--- src/rtl/adc_sif_pkg.sv ---
package adc_sif_pkg;

  typedef enum logic [1:0] {
    ST_IDLE,
    ST_XFER,
    ST_CONV
  } sifState_e;

  typedef struct packed {
    logic loadOut;
    logic shiftOut;
    logic shiftAddr;
    logic latchChan;
    logic loadResult;
    logic dropValid;
  } dpStrobe_t;

endpackage

--- src/rtl/adc_sif_sync.sv ---
module adc_sif_sync (
  input  logic clk,
  input  logic rstN,
  input  logic sclkIn,
  input  logic csNIn,
  input  logic dataIn,
  output logic csLow,
  output logic csFall,
  output logic sclkRise,
  output logic sclkFall,
  output logic dinSync
);

  logic csA, csB, csQ, csQPrev;
  logic sA, sB, sC;
  logic dA, dB;

  // Chip select: two-flop synchronizer; the qualified level only changes
  // when both stages agree, which rejects sub-period pulses.
  always_ff @(posedge clk or negedge rstN) begin
    if (!rstN) begin
      csA     <= 1'b1;
      csB     <= 1'b1;
      csQ     <= 1'b1;
      csQPrev <= 1'b1;
    end else begin
      csA     <= csNIn;
      csB     <= csA;
      if (csA == csB) csQ <= csB;
      csQPrev <= csQ;
    end
  end

  always_ff @(posedge clk or negedge rstN) begin
    if (!rstN) begin
      sA <= 1'b0;
      sB <= 1'b0;
      sC <= 1'b0;
      dA <= 1'b0;
      dB <= 1'b0;
    end else begin
      sA <= sclkIn;
      sB <= sA;
      sC <= sB;
      dA <= dataIn;
      dB <= dA;
    end
  end

  assign csLow    = ~csQ;
  assign csFall   = ~csQ & csQPrev;
  assign sclkRise = sB & ~sC;
  assign sclkFall = ~sB & sC;
  assign dinSync  = dB;

endmodule

--- src/rtl/adc_sif_ctrl.sv ---
module adc_sif_ctrl
  import adc_sif_pkg::*;
#(
  parameter int BITS        = 8,
  parameter int ADDR_BITS   = 4,
  parameter int CONV_CYCLES = 56
) (
  input  logic      clk,
  input  logic      rstN,
  input  logic      csLow,
  input  logic      csFall,
  input  logic      sclkRise,
  input  logic      sclkFall,
  output dpStrobe_t stb,
  output logic      busy,
  output logic      abortSeen
);

  localparam int BIT_W = $clog2(BITS);
  localparam int CNT_W = $clog2(CONV_CYCLES);

  sifState_e        state, nState;
  logic [BIT_W-1:0] bitCnt;
  logic [CNT_W-1:0] convCnt;
  logic             abortHit;

  always_comb begin
    stb      = '0;
    nState   = state;
    abortHit = 1'b0;
    case (state)
      ST_IDLE: if (csLow) nState = ST_XFER;
      ST_XFER: begin
        if (!csLow) begin
          nState        = ST_IDLE;
          stb.loadOut   = 1'b1;
          stb.dropValid = 1'b1;
          abortHit      = 1'b1;
        end else begin
          if (sclkRise && (32'(bitCnt) < ADDR_BITS)) stb.shiftAddr = 1'b1;
          if (sclkFall) begin
            if (bitCnt == BIT_W'(BITS - 1)) begin
              nState        = ST_CONV;
              stb.latchChan = 1'b1;
            end else begin
              stb.shiftOut = 1'b1;
            end
          end
        end
      end
      ST_CONV: begin
        if (csFall) begin
          nState        = ST_XFER;
          stb.loadOut   = 1'b1;
          stb.dropValid = 1'b1;
          abortHit      = 1'b1;
        end else if (convCnt == CNT_W'(CONV_CYCLES - 1)) begin
          stb.loadResult = 1'b1;
          nState         = csLow ? ST_XFER : ST_IDLE;
        end
      end
      default: nState = ST_IDLE;
    endcase
  end

  always_ff @(posedge clk or negedge rstN) begin
    if (!rstN) begin
      state     <= ST_IDLE;
      bitCnt    <= '0;
      convCnt   <= '0;
      abortSeen <= 1'b0;
    end else begin
      state <= nState;
      if (nState == ST_XFER && state != ST_XFER) bitCnt <= '0;
      else if (state == ST_XFER && sclkFall) bitCnt <= bitCnt + 1'b1;
      if (state != ST_CONV) convCnt <= '0;
      else convCnt <= convCnt + 1'b1;
      if (abortHit) abortSeen <= 1'b1;
    end
  end

  assign busy = (state == ST_CONV);

endmodule

--- src/rtl/adc_sif_dp.sv ---
module adc_sif_dp
  import adc_sif_pkg::*;
#(
  parameter int BITS      = 8,
  parameter int ADDR_BITS = 4,
  parameter int NUM_CH    = 12
) (
  input  logic                 clk,
  input  logic                 rstN,
  input  dpStrobe_t            stb,
  input  logic                 dinSync,
  input  logic [BITS-1:0]      sampleIn,
  output logic                 doBit,
  output logic [ADDR_BITS-1:0] chanSel,
  output logic                 dataValid
);

  logic [BITS-1:0]      outSr, resultReg;
  logic [ADDR_BITS-1:0] addrSr;

  always_ff @(posedge clk or negedge rstN) begin
    if (!rstN) begin
      outSr     <= '0;
      resultReg <= '0;
      addrSr    <= '0;
      chanSel   <= '0;
      dataValid <= 1'b0;
    end else begin
      if (stb.loadResult) begin
        resultReg <= sampleIn;
        outSr     <= sampleIn;
        dataValid <= 1'b1;
      end else if (stb.loadOut) begin
        outSr <= resultReg;
      end else if (stb.shiftOut) begin
        outSr <= {outSr[BITS-2:0], 1'b0};
      end
      if (stb.dropValid) dataValid <= 1'b0;
      if (stb.shiftAddr) addrSr <= {addrSr[ADDR_BITS-2:0], dinSync};
      if (stb.latchChan) chanSel <= (32'(addrSr) < NUM_CH) ? addrSr : '0;
    end
  end

  assign doBit = outSr[BITS-1];

endmodule

--- src/rtl/adc_serial_slave.sv ---
module adc_serial_slave
  import adc_sif_pkg::*;
#(
  parameter int BITS        = 8,
  parameter int ADDR_BITS   = 4,
  parameter int NUM_CH      = 12,
  parameter int CONV_CYCLES = 56
) (
  input  logic                 clk,
  input  logic                 rstN,
  input  logic                 sclkIn,
  input  logic                 csNIn,
  input  logic                 dataIn,
  input  logic [BITS-1:0]      sampleIn,
  output logic                 doOut,
  output logic                 doOe,
  output logic [ADDR_BITS-1:0] chanSel,
  output logic                 busy,
  output logic                 dataValid,
  output logic                 abortSeen
);

  logic      csLow, csFall, sclkRise, sclkFall, dinSync;
  dpStrobe_t stb;

  adc_sif_sync u_sync (
    .clk(clk), .rstN(rstN), .sclkIn(sclkIn), .csNIn(csNIn), .dataIn(dataIn),
    .csLow(csLow), .csFall(csFall), .sclkRise(sclkRise), .sclkFall(sclkFall),
    .dinSync(dinSync)
  );

  adc_sif_ctrl #(.BITS(BITS), .ADDR_BITS(ADDR_BITS), .CONV_CYCLES(CONV_CYCLES)) u_ctrl (
    .clk(clk), .rstN(rstN), .csLow(csLow), .csFall(csFall),
    .sclkRise(sclkRise), .sclkFall(sclkFall), .stb(stb),
    .busy(busy), .abortSeen(abortSeen)
  );

  adc_sif_dp #(.BITS(BITS), .ADDR_BITS(ADDR_BITS), .NUM_CH(NUM_CH)) u_dp (
    .clk(clk), .rstN(rstN), .stb(stb), .dinSync(dinSync), .sampleIn(sampleIn),
    .doBit(doOut), .chanSel(chanSel), .dataValid(dataValid)
  );

  // Output enable follows the raw pin so the MSB is visible at once.
  assign doOe = ~csNIn;

endmodule

--- config.mk ---
export PLATFORM = sky130hd
export DESIGN_NAME = adc_serial_slave
export DESIGN_NICKNAME = d
export VERILOG_FILES = /design/src/rtl/adc_sif_pkg.sv /design/src/rtl/adc_sif_sync.sv /design/src/rtl/adc_sif_ctrl.sv /design/src/rtl/adc_sif_dp.sv /design/src/rtl/adc_serial_slave.sv
export SDC_FILE = /design/constraint.sdc
export NUM_CORES = 1
export LEC_CHECK = 0
export BUFFER_PORTS_ARGS = -buffer_cell sky130_fd_sc_hd__buf_2
export CORE_ASPECT_RATIO = 1.2
export CORE_MARGIN = 10
export CORE_UTILIZATION = 45
export DETAILED_ROUTE_END_ITERATION = 7
export PLACE_DENSITY = 0.73
export SLEW_MARGIN = 10
export SYNTH_ARGS = -nofsm -noshare
export SYNTH_HDL_FRONTEND = slang
export SYNTH_SLANG_ARGS = --single-unit
--- constraint.sdc ---
create_clock -name clk -period 1.9 [get_ports clk]
set_input_delay 0.19 -clock clk [delete_from_list [all_inputs] [get_ports clk]]
set_output_delay 0.19 -clock clk [all_outputs]
set_load 0.02 [all_outputs]
==> flow_metrics.py, run 1 <==
metrics = {
    "run_status": {
        "outcome": "completed",
    },
    "floorplanning": {
        "dieHeight_um": 93.97,
        "dieArea_um2": 7672,
        "initial_core_util_pct": 47.43,
        "io-pin-count": 22,
        "core_area_um2": 4327,
        "fp.dieW_um": 81.65,
        "placementRows": 26,
    },
    "yosys": {
        "yosys_warnings": 0,
        "synth_seq_cells": 46,
        "syn_nets": 210,
        "synthCells": 190,
        "synth.distinct_cells": 40,
        "yosysSeqAreaShare_pct": 56.34,
        "syn_area_um2": 2052,
        "syn_avg_cell_area_um2": 10.80,
    },
    "global_routing": {
        "grt_pass1_wl_um": 6969,
        "grt.overflow.total": 0,
        "grt_antenna_before_repair": 0,
        "grt_usage_pct": 11.72,
        "grt_max_degree": 28,
        "grt_pass1_vias": 1544,
    },
    "routing": {
        "first_iter_violations": 46,
        "wl_per_cell_um": 13.65,
        "dr.pass1.iters": 4,
        "route.detailed.drc": 0,
        "ant_nets": 0,
        "wirelength_um": 3972,
        "via_per_inst": 5.048,
        "vias": 1469,
    },
    "place": {
        "portBuffers": 21,
        "dp.cells": 274,
        "post-dp-hpwl_um": 2841,
        "place_congestion": 0.7912,
        "place_area_um2": 2312,
        "dp_slack_ns": -0.1913,
    },
    "clock_network": {
        "clk_latency_ns": 0.30,
        "cts_sinks": 46,
        "cts_made_buffers": 5,
        "clockBufferDepth": 2,
        "cts_tree": "built",
        "path_clk_slew_ns": 0.08,
        "cts_max_level": 2,
        "cts_root_buffer": "clkbuf_8",
    },
    "cells_and_area": {
        "drive_above_1_share_pct": 28.51,
        "diodes": 0,
        "seq_area_um2": 1156,
        "fin_cells": 291,
        "synthToLayoutAreaGrowth_pct": 23.78,
        "n_fill_cell": 364,
        "fin_area_um2": 2540,
        "layout.nets": 254,
        "multi_input_area_um2": 885.9,
    },
    "sta": {
        "rsz0062_at_grt": "true",
        "holdWs_ns": 0.09020,
        "fin_crit_ns": 1.858,
        "tightest_slew_ns": 0.5824,
        "timing.fmax_ghz": 0.5381,
        "hold_viol": 0,
        "maxSlewViolCount": 0,
        "finalCritPeriodShare_pct": 97.81,
        "setup_ws_ns": 0.04153,
        "finalClockSkew_ns": 0.005992,
        "relSlewSlack_pct": 61.17,
        "setup_viol": 0,
    },
    "setup_path": {
        "worst_setup_path_start_kind": "register",
        "path_cells": "inv_2 -> ha_4 -> inv_6 -> or4_4 -> o21a_4 -> a221oi_1",
        "crit_fanout": 7,
        "end_kind": "register",
        "required_ns": 2.09,
        "worstReg2RegEnd": "u_dp.outSr[1]$_DFFE_PN0P_",
        "crit_family": "simple AND/OR/NAND/NOR gates",
        "r2r_cells": 6,
        "arrival_ns": 2.05,
        "crit_buf_inv": 2,
        "cpPeakStageDelay_ns": 0.51,
        "worstReg2RegStart": "u_ctrl.state[0]$_DFF_PN0_",
        "crit_type": "register to register",
        "slowest_stage": "or4_4",
        "regToRegSetupSlack_ns": 0.04,
    },
    "min_path": {
        "min_path_cells": 3,
        "worstHoldStart": "sampleIn[7]",
        "hold_end": "u_dp.resultReg[7]$_DFFE_PN0P_",
        "hold_class": "input pin to register",
    },
    "power_and_ir_drop": {
        "vdd_ir_drop_max_v": 0.0007443,
        "power_w": 0.002566,
        "p_leak_nw": 1.201,
        "pwr_density_cell_nw_per_um2": 1010,
    },
    "run": {
        "maxCapViolations": 0,
    },
}
[stage by stage]
stage / TNS [ns] / utilization [%]
6_report: 0 / 58.70
5_1_grt: -0.1530 / 58.70
4_1_cts: 0 / 57.17
3_5_place_dp: -1.092 / 53.44
3_3_place_gp: -0.6267 / 53.44
2_1_floorplan: 0 / -
[area by class of cell]
class                   count  share of cell area (%)
flip-flops and latches     46                   45.52
multi-input cells         129                   34.88
repair buffers             42                   10.89
well taps                  56                   2.759
clock buffers               5                   2.709
inverters                  10                   1.675
clock inverters             3                   1.576
[worst max path at each step]
stage | from | endpoint | slack [ns] | cells past startpoint
6_report | u_ctrl.state[0]$_DFF_PN0_ | u_dp.outSr[1]$_DFFE_PN0P_ | 0.04 | 6
5_1_grt | u_ctrl.state[0]$_DFF_PN0_ | u_dp.outSr[1]$_DFFE_PN0P_ | -0.04 | 6
4_1_cts | u_ctrl.convCnt[0]$_DFF_PN0_ | u_dp.outSr[1]$_DFFE_PN0P_ | 0.01 | 5
3_5_place_dp | u_ctrl.state[0]$_DFF_PN0_ | u_dp.outSr[1]$_DFFE_PN0P_ | -0.19 | 5
3_3_place_gp | u_ctrl.state[0]$_DFF_PN0_ | u_dp.outSr[7]$_DFFE_PN0P_ | -0.1 | 5
2_1_floorplan | u_ctrl.state[0]$_DFF_PN0_ | u_dp.outSr[0]$_DFFE_PN0P_ | 0.02 | 7
[timing repair]
action | in CTS | in global routing
gates resized for setup | 1 | 7
gates cloned | 0 | 0
hold endpoints to repair | 25 | 0
setup endpoints to repair | 7 | 11
hold buffers | 4 | 0
pin swaps | 0 | 1
buffers inserted | 1 | 4
[cells in the mapped netlist]
cell       count  area, um^2
inv_1          9       33.78
a221o_1        1       10.01
clkbuf_1       2       7.510
ha_1           7       87.58
mux2i_1        9       90.09
xor2_1         3       26.28
inv_2          1       3.750
nand4_2        1       12.51
nand4b_1       1       8.760
a21boi_1       1       7.510
nand2b_1       2       12.51
a211oi_1       3       22.52
a221oi_1       6       52.55
and4b_1        1       10.01
o21ai_0        6       30.03
buf_6          1       11.26
and2_1         1       6.260
maj3_1         1       10.01
or2_2          1       6.260
nand2_1       36       135.1
and3b_1        1       8.760
xnor2_1        2       17.52
nor4_1         2       12.51
a21o_1         1       7.510
a2111oi_0      2       17.52
nor3_1         2       10.01
nor2b_1        3       18.77
buf_4          1       7.510
nor2_1        19       71.32
a21oi_1        3       15.01
mux2_2         4       45.04
nand3_1        4       20.02
a311oi_1       1       8.760
buf_2          1       5.000
or4_4          1       11.26
and3_1         2       12.51
o21a_4         1       15.01
nand3b_1       1       7.510
dfrtp_1       42        1051
dfstp_2        4       105.1
[report_power, final]
part | internal (W) | switching, W
sequential | 0.00113 | 0.000105
clock | 0.000387 | 0.000319
combinational | 0.000314 | 0.000306
[state kept, by name (all words and copies together), names as in the netlist, 2 cells and up]
name,flops
u_dp.addrSr,4
u_ctrl.state,2
u_ctrl.convCnt,6
u_dp.chanSel,4
u_dp.resultReg,8
u_dp.outSr,8
u_ctrl.bitCnt,3
[per-layer routing]
layer / wire (um) / vias to the layer above / share of wire, % / track usage (%)
met4: 66 / 0 / 1.7 / 5.114
met2: 2030 / 22 / 51 / 19.59
met5: 0 / - / 0 / 0
met1: 1753 / 706 / 44 / 13.32
li1: - / 736 / - / -
met3: 122 / 5 / 3.1 / 3.640
[cells by family after synthesis]
group / Yosys count / share of synthesized area [%]
multiplexers: 13 / 6.585
AO/OA/AOI/OAI: 25 / 9.085
adder cells (fa/ha/maj): 8 / 4.756
AND/OR/NAND/NOR: 78 / 17.74
flip-flops: 46 / 56.34
buffers and inverters: 15 / 3.353
XOR/XNOR: 5 / 2.135
[cell usage in the layout, fill, tap and decap left out, types with 2 or more instances in the layout]
cell           synthesis  routed
nor2b_1                3       3
dfstp_2                4       4
nand2b_1               2       2
nand2_1               36      36
ha_1                   7       5
xor2_1                 3       3
nor2_1                19      19
a211oi_1               3       2
buf_2                  1      21
nand3_1                4       4
clkinv_2               0       2
mux2_2                 4       4
dfrtp_1               42      42
a21oi_1                3       3
ha_4                   0       2
xnor2_1                2       2
buf_4                  1      16
mux2i_1                9       9
inv_1                  9       8
dlygate4sd3_1          0       4
clkbuf_8               0       5
o21ai_0                6       6
a2111oi_0              2       2
a221oi_1               6       6
[worst reg2reg max path, stage by stage (launching register included)]
cell,delay [ns]
dfrtp_1,0.42
inv_2,0.11
ha_4,0.20
inv_6,0.04
or4_4,0.51
o21a_4,0.17
a221oi_1,0.30
Note: power is estimated with default switching activity, not from simulation.
==> run 2: changes to the inputs <==
Settings changed: CELL_PAD_IN_SITES_DETAIL_PLACEMENT set to 0, CELL_PAD_IN_SITES_GLOBAL_PLACEMENT set to 2, CORE_UTILIZATION 45 to 34, PLACE_DENSITY 0.73 to 0.81.
==> run 2 against run 1 <==
Maximum frequency increased by 0.67%. Setup slack improved by 0.012 ns. Hold slack improved by 0.0054 ns. Global-route usage shrank 2.8 points.
==> flow_metrics.py, run 2 (synthesis gave the netlist of run 1 again) <==
metrics = {
    "routing": {
        "ant_nets": 0,
        "wirelength_um": 4134,
        "via_per_inst": 4.660,
        "vias": 1468,
        "dr.pass1.iters": 4,
        "route.detailed.drc": 0,
        "first_iter_violations": 45,
        "wl_per_cell_um": 13.12,
    },
    "global_routing": {
        "grt_antenna_before_repair": 0,
        "grt_pass1_wl_um": 7107,
        "grt_usage_pct": 8.917,
        "grt_pass1_vias": 1576,
        "grt_max_degree": 47,
        "grt.overflow.total": 0,
    },
    "cells_and_area": {
        "drive_above_1_share_pct": 33.19,
        "seq_area_um2": 1156,
        "synthToLayoutAreaGrowth_pct": 28.23,
        "final_cell_mix": "42 x dfrtp_1, 36 x nand2_1, 21 x buf_2",
        "multi_input_area_um2": 934.6,
        "n_fill_cell": 550,
        "layout.nets": 254,
        "diodes": 0,
        "final_common_cell": "dfrtp_1",
        "reg_top3": "u_dp.outSr (8), u_dp.resultReg (8), u_ctrl.convCnt (6)",
    },
    "power_and_ir_drop": {
        "swShare_pct": 29.00,
        "power_w": 0.002658,
        "pwr_density_cell_nw_per_um2": 1010,
        "p_leak_nw": 1.199,
        "vdd_ir_drop_max_v": 0.0007353,
        "clock_power_share_pct": 27.0,
        "power_switching_w": 0.0007708,
        "p_comb_share_pct": 26.5,
        "internal_power_w": 0.001887,
        "seq_power_share_pct": 46.5,
    },
    "floorplanning": {
        "initial_core_util_pct": 35.73,
        "io-pin-count": 22,
        "fp.dieW_um": 90.92,
        "core_area_um2": 5743,
        "placementRows": 30,
        "dieHeight_um": 105.1,
        "dieArea_um2": 9555,
    },
    "clock_network": {
        "path_clk_slew_ns": 0.09,
        "cts_max_level": 2,
        "cts_tree": "built",
        "cts_made_buffers": 5,
        "clk_latency_ns": 0.30,
        "cts_sinks": 46,
        "cts_root_buffer": "clkbuf_8",
        "clockBufferDepth": 2,
    },
    "sta": {
        "tightest_slew_ns": 0.4684,
        "finalCritPeriodShare_pct": 97.17,
        "relSlewSlack_pct": 68.67,
        "setup_viol": 0,
        "setup_tns_ns": 0,
        "timing.fmax_ghz": 0.5417,
        "maxSlewViolCount": 0,
        "finalClockSkew_ns": 0.01179,
        "fin_crit_ns": 1.846,
        "hold_viol": 0,
        "rsz0062_at_grt": "true",
    },
    "setup_path": {
        "crit_type": "register to register",
        "crit_fanout": 6,
        "worst_setup_path_start_kind": "register",
        "end_kind": "register",
        "required_ns": 2.09,
        "arrival_ns": 2.04,
    },
    "run": {
        "maxCapViolations": 0,
    },
    "place": {
        "place_congestion": 0.7438,
        "portBuffers": 21,
        "post-dp-hpwl_um": 2792,
    },
    "run_status": {
        "outcome": "completed",
    },
    "min_path": {
        "hold_class": "input pin to register",
    },
}
run 2: per-layer routing:
metal,share of wire [%],wire [um],up-vias,global-route usage (%)
met4,1.4,57,0,3.700
li1,-,-,737,-
met1,46,1889,705,10.01
met2,50,2065,22,15.36
met3,2.9,121,4,2.649
met5,0,0,-,0
run 2: area by class of cell:
cell class | instances | share of cell area [%]
clock inverter | 2 | 1.427
timing repair buffer | 42 | 10.84
inverter | 10 | 1.712
multi-input combinational | 129 | 35.52
sequential | 46 | 43.94
clock buffer | 6 | 2.758
tap | 80 | 3.804
run 2: per-stage QoR:
stage	instances	setup WS (ns)	hold WS, ns	cell area (um^2)	utilization [%]
final	315	0.05381	0.09559	2631	45.82
after CTS	310	0.0003055	0.08316	2510	43.70
after global routing	315	-0.04600	0.09679	2631	45.82
after detailed placement	298	-0.2314	0.1926	2355	41.00
after global placement	298	-0.1340	0.1906	2355	41.00
after floorplan	190	0.01591	-0.1056	2072	-
run 2: path summary, 6_finish.rpt:
kind | from | end | slack [ns] | depth (start not counted)
max | u_ctrl.state[0]$_DFF_PN0_ | u_dp.outSr[0]$_DFFE_PN0P_ | 0.05 | 6
min | sampleIn[7] | u_dp.resultReg[7]$_DFFE_PN0P_ | 0.1 | 3
max reg2reg | u_ctrl.state[0]$_DFF_PN0_ | u_dp.outSr[0]$_DFFE_PN0P_ | 0.05 | 6
min reg2reg | u_sync.sA$_DFF_PN0_ | u_sync.sB$_DFF_PN0_ | 0.35 | 0
max in group asynchronous | rstN | u_sync.csQ$_DFFE_PN1N_ | 1.23 | 3
min in group asynchronous | rstN | u_dp.addrSr[3]$_DFFE_PN0P_ | 0.40 | 3
run 2: what timing repair did:
item / in CTS / in global routing
pin swaps: 0 / 8
setup buffers: 0 / 5
hold buffers: 4 / 0
setup endpoints to repair: 7 / 8
endpoints found under the hold margin: 45 / 0
resized for setup: 1 / 19
run 2: critical path: stages (launching register included):
cell	delay [ns]
dfrtp_1	0.41
inv_2	0.11
ha_4	0.20
inv_8	0.04
or4_4	0.56
and3_4	0.17
a221o_1	0.25
run 2: power groups by stage:
stage | clock [W] | sequential [W] | combinational, W
detailed placement | 0 | 0.00126 | 0.000600
global route | 0.000793 | 0.00126 | 0.000785
floorplan | 0 | 0.00124 | 0.000417
finish | 0.000717 | 0.00124 | 0.000704
CTS | 0.000748 | 0.00124 | 0.000607
global placement | 0 | 0.00125 | 0.000591
==> run 3: changes to the inputs <==
Settings changed: CORE_MARGIN 10 to 4, CORE_UTILIZATION 34 to 40, PLACE_DENSITY 0.81 to 0.89.
Clock period 1.9 ns to 2.4 ns, I/O delays scaled along.
==> run 3 against run 2 <==
Critical path depth is the same. First-iteration DRC count is 51% higher. Combinational power down 39%. Via count fell by 5.4%. Register-to-register slack better by 0.20 ns. Sequential share of layout area is 5.4 points higher. Critical path type unchanged. Largest cell class unchanged. Highest routed layer unchanged.
==> flow_metrics.py, run 3 (synthesis gave the netlist of run 1 again) <==
metrics = {
    "floorplanning": {
        "dieHeight_um": 86.46,
        "placementRows": 28,
        "fp.dieW_um": 73.38,
        "core_area_um2": 4940,
        "initial_core_util_pct": 41.54,
        "io-pin-count": 22,
        "dieArea_um2": 6344,
    },
    "setup_path": {
        "slowest_stage": "or4_4",
        "cpPeakStageDelay_ns": 0.61,
        "path_depth": 6,
        "required_ns": 2.59,
        "crit_fanout": 8,
        "endpoint": "u_dp.outSr[4]$_DFFE_PN0P_",
        "r2r_cells": 6,
        "end_kind": "register",
        "regToRegSetupSlack_ns": 0.25,
        "crit_buf_inv": 2,
        "path_cells": "inv_1 -> ha_1 -> inv_2 -> or4_4 -> o21a_4 -> a221oi_1",
        "worstReg2RegEnd": "u_dp.outSr[4]$_DFFE_PN0P_",
        "critPathLaunch": "u_ctrl.state[0]$_DFF_PN0_",
        "crit_type": "register to register",
        "worstReg2RegStart": "u_ctrl.state[0]$_DFF_PN0_",
        "arrival_ns": 2.34,
        "worst_setup_path_start_kind": "register",
        "crit_family": "simple AND/OR/NAND/NOR gates",
    },
    "sta": {
        "relSlewSlack_pct": 45.26,
        "timing.fmax_ghz": 0.4649,
        "tightest_slew_ns": 0.8148,
        "finalClockSkew_ns": 0.005616,
        "finalCritPeriodShare_pct": 89.63,
        "rsz0062_at_grt": "false",
        "fin_crit_ns": 2.151,
        "setup_viol": 0,
        "setup_ws_ns": 0.2488,
        "hold_viol": 0,
        "maxSlewViolCount": 0,
        "setup_tns_ns": 0,
    },
    "global_routing": {
        "grt.overflow.total": 0,
        "grt_antenna_before_repair": 0,
        "grt_pass1_vias": 1449,
        "grt_usage_pct": 13.53,
        "grt_pass1_wl_um": 6679,
        "grt_max_degree": 33,
    },
    "cells_and_area": {
        "drive_above_1_share_pct": 21.46,
        "synthToLayoutAreaGrowth_pct": 14.09,
        "final_common_cell": "dfrtp_1",
        "layout.nets": 238,
        "diodes": 0,
        "final_cell_mix": "42 x dfrtp_1, 36 x nand2_1, 21 x buf_2",
        "postLayoutCoreUtil_pct": 47.39,
        "reg_top3": "u_dp.outSr (8), u_dp.resultReg (8), u_ctrl.convCnt (6)",
    },
    "routing": {
        "wirelength_um": 3825,
        "via_per_inst": 4.978,
        "ant_nets": 0,
        "vias": 1389,
        "first_iter_violations": 68,
        "dr.pass1.iters": 4,
        "wl_per_cell_um": 13.71,
        "route.detailed.drc": 0,
    },
    "run": {
        "maxCapViolations": 0,
    },
    "power_and_ir_drop": {
        "pwr_density_cell_nw_per_um2": 812.3,
        "vdd_ir_drop_max_v": 0.0004530,
        "p_leak_nw": 1.105,
        "power_w": 0.001902,
    },
    "clock_network": {
        "clockBufferDepth": 2,
        "cts_max_level": 2,
        "cts_root_buffer": "clkbuf_8",
        "cts_made_buffers": 5,
        "clk_latency_ns": 0.30,
        "path_clk_slew_ns": 0.09,
        "postCtsSetupBuffers": 0,
        "cts_tree": "built",
        "cts_sinks": 46,
    },
    "place": {
        "post-dp-hpwl_um": 2779,
        "portBuffers": 21,
        "place_congestion": 0.8239,
        "dp_slack_ns": 0.2316,
    },
    "run_status": {
        "outcome": "completed",
    },
    "min_path": {
        "hold_class": "input pin to register",
        "min_path_cells": 1,
    },
}
-- run 3: changes by cell type in the layout (fill, tap and decap cells not counted), sizes merged --
cell         before  now
clkbuf            6    5
buf              38   25
inv              10   11
dlygate4sd3       4    1
clkinv            0    1
bufinv            1    0
-- run 3: report_power, final --
part	total, W	leakage [nW]	internal, W	switching (W)
logic	0.000427	0.526	0.000210	0.000218
registers	0.000982	0.533	0.000898	0.0000845
clock network	0.000492	0.0447	0.000211	0.000281
total	0.00190	1.10	0.00132	0.000584
-- run 3: worst min-delay path by stage --
| stage | start | to | slack [ns] |
|---|---|---|---|
| 2_1_floorplan | rstN | u_ctrl.abortSeen$_DFFE_PN0P_ | -0.06 |
| 3_3_place_gp | rstN | u_ctrl.convCnt[1]$_DFF_PN0_ | 0.17 |
| 3_5_place_dp | rstN | u_ctrl.convCnt[1]$_DFF_PN0_ | 0.17 |
| 4_1_cts | csNIn | u_sync.csA$_DFF_PN1_ | 0.02 |
| 5_1_grt | csNIn | u_sync.csA$_DFF_PN1_ | 0.02 |
| 6_report | csNIn | u_sync.csA$_DFF_PN1_ | 0.04 |
-- run 3: final cells by class --
cell class | instances | area [um^2]
clock buffers | 5 | 68.82
clock inverters | 3 | 25.02
inverters | 10 | 37.54
multi-input cells | 129 | 833.3
fillers | 463 | 2599
flip-flops and latches | 46 | 1156
repair buffers | 26 | 145.1
well taps | 60 | 75.07
-- run 3: what timing repair did --
| action | in CTS | in global routing |
|---|---|---|
| hold endpoints to repair | 14 | 0 |
| endpoints found under the setup margin | 0 | 0 |
| resized for setup | 0 | 0 |
| hold buffers | 1 | 0 |
-- run 3: metrics by stage --
step	instance area, um^2	std cells	hold WS (ns)
2_1_floorplan	2052	190	-0.05559
3_3_place_gp	2237	270	0.1730
3_5_place_dp	2237	270	0.1680
4_1_cts	2341	279	0.02399
5_1_grt	2341	279	0.01739
6_report	2341	279	0.03603
-- run 3: worst reg2reg max path: cells and delay by family, from the launching register on --
kind,cells,cell delay [ns]
and+or+nand+nor,1,0.61
DFF,1,0.44
buffers and inverters,2,0.25
AOI/OAI and AO/OA,2,0.47
adders and majority gates,1,0.28
-- run 3: layer usage --
layer / part of all wire [%] / global-route usage, %
met1: 47 / 17.91
met2: 50 / 21.56
met3: 2.9 / 3.480
met4: 0.65 / 4.448
met5: 0 / 0
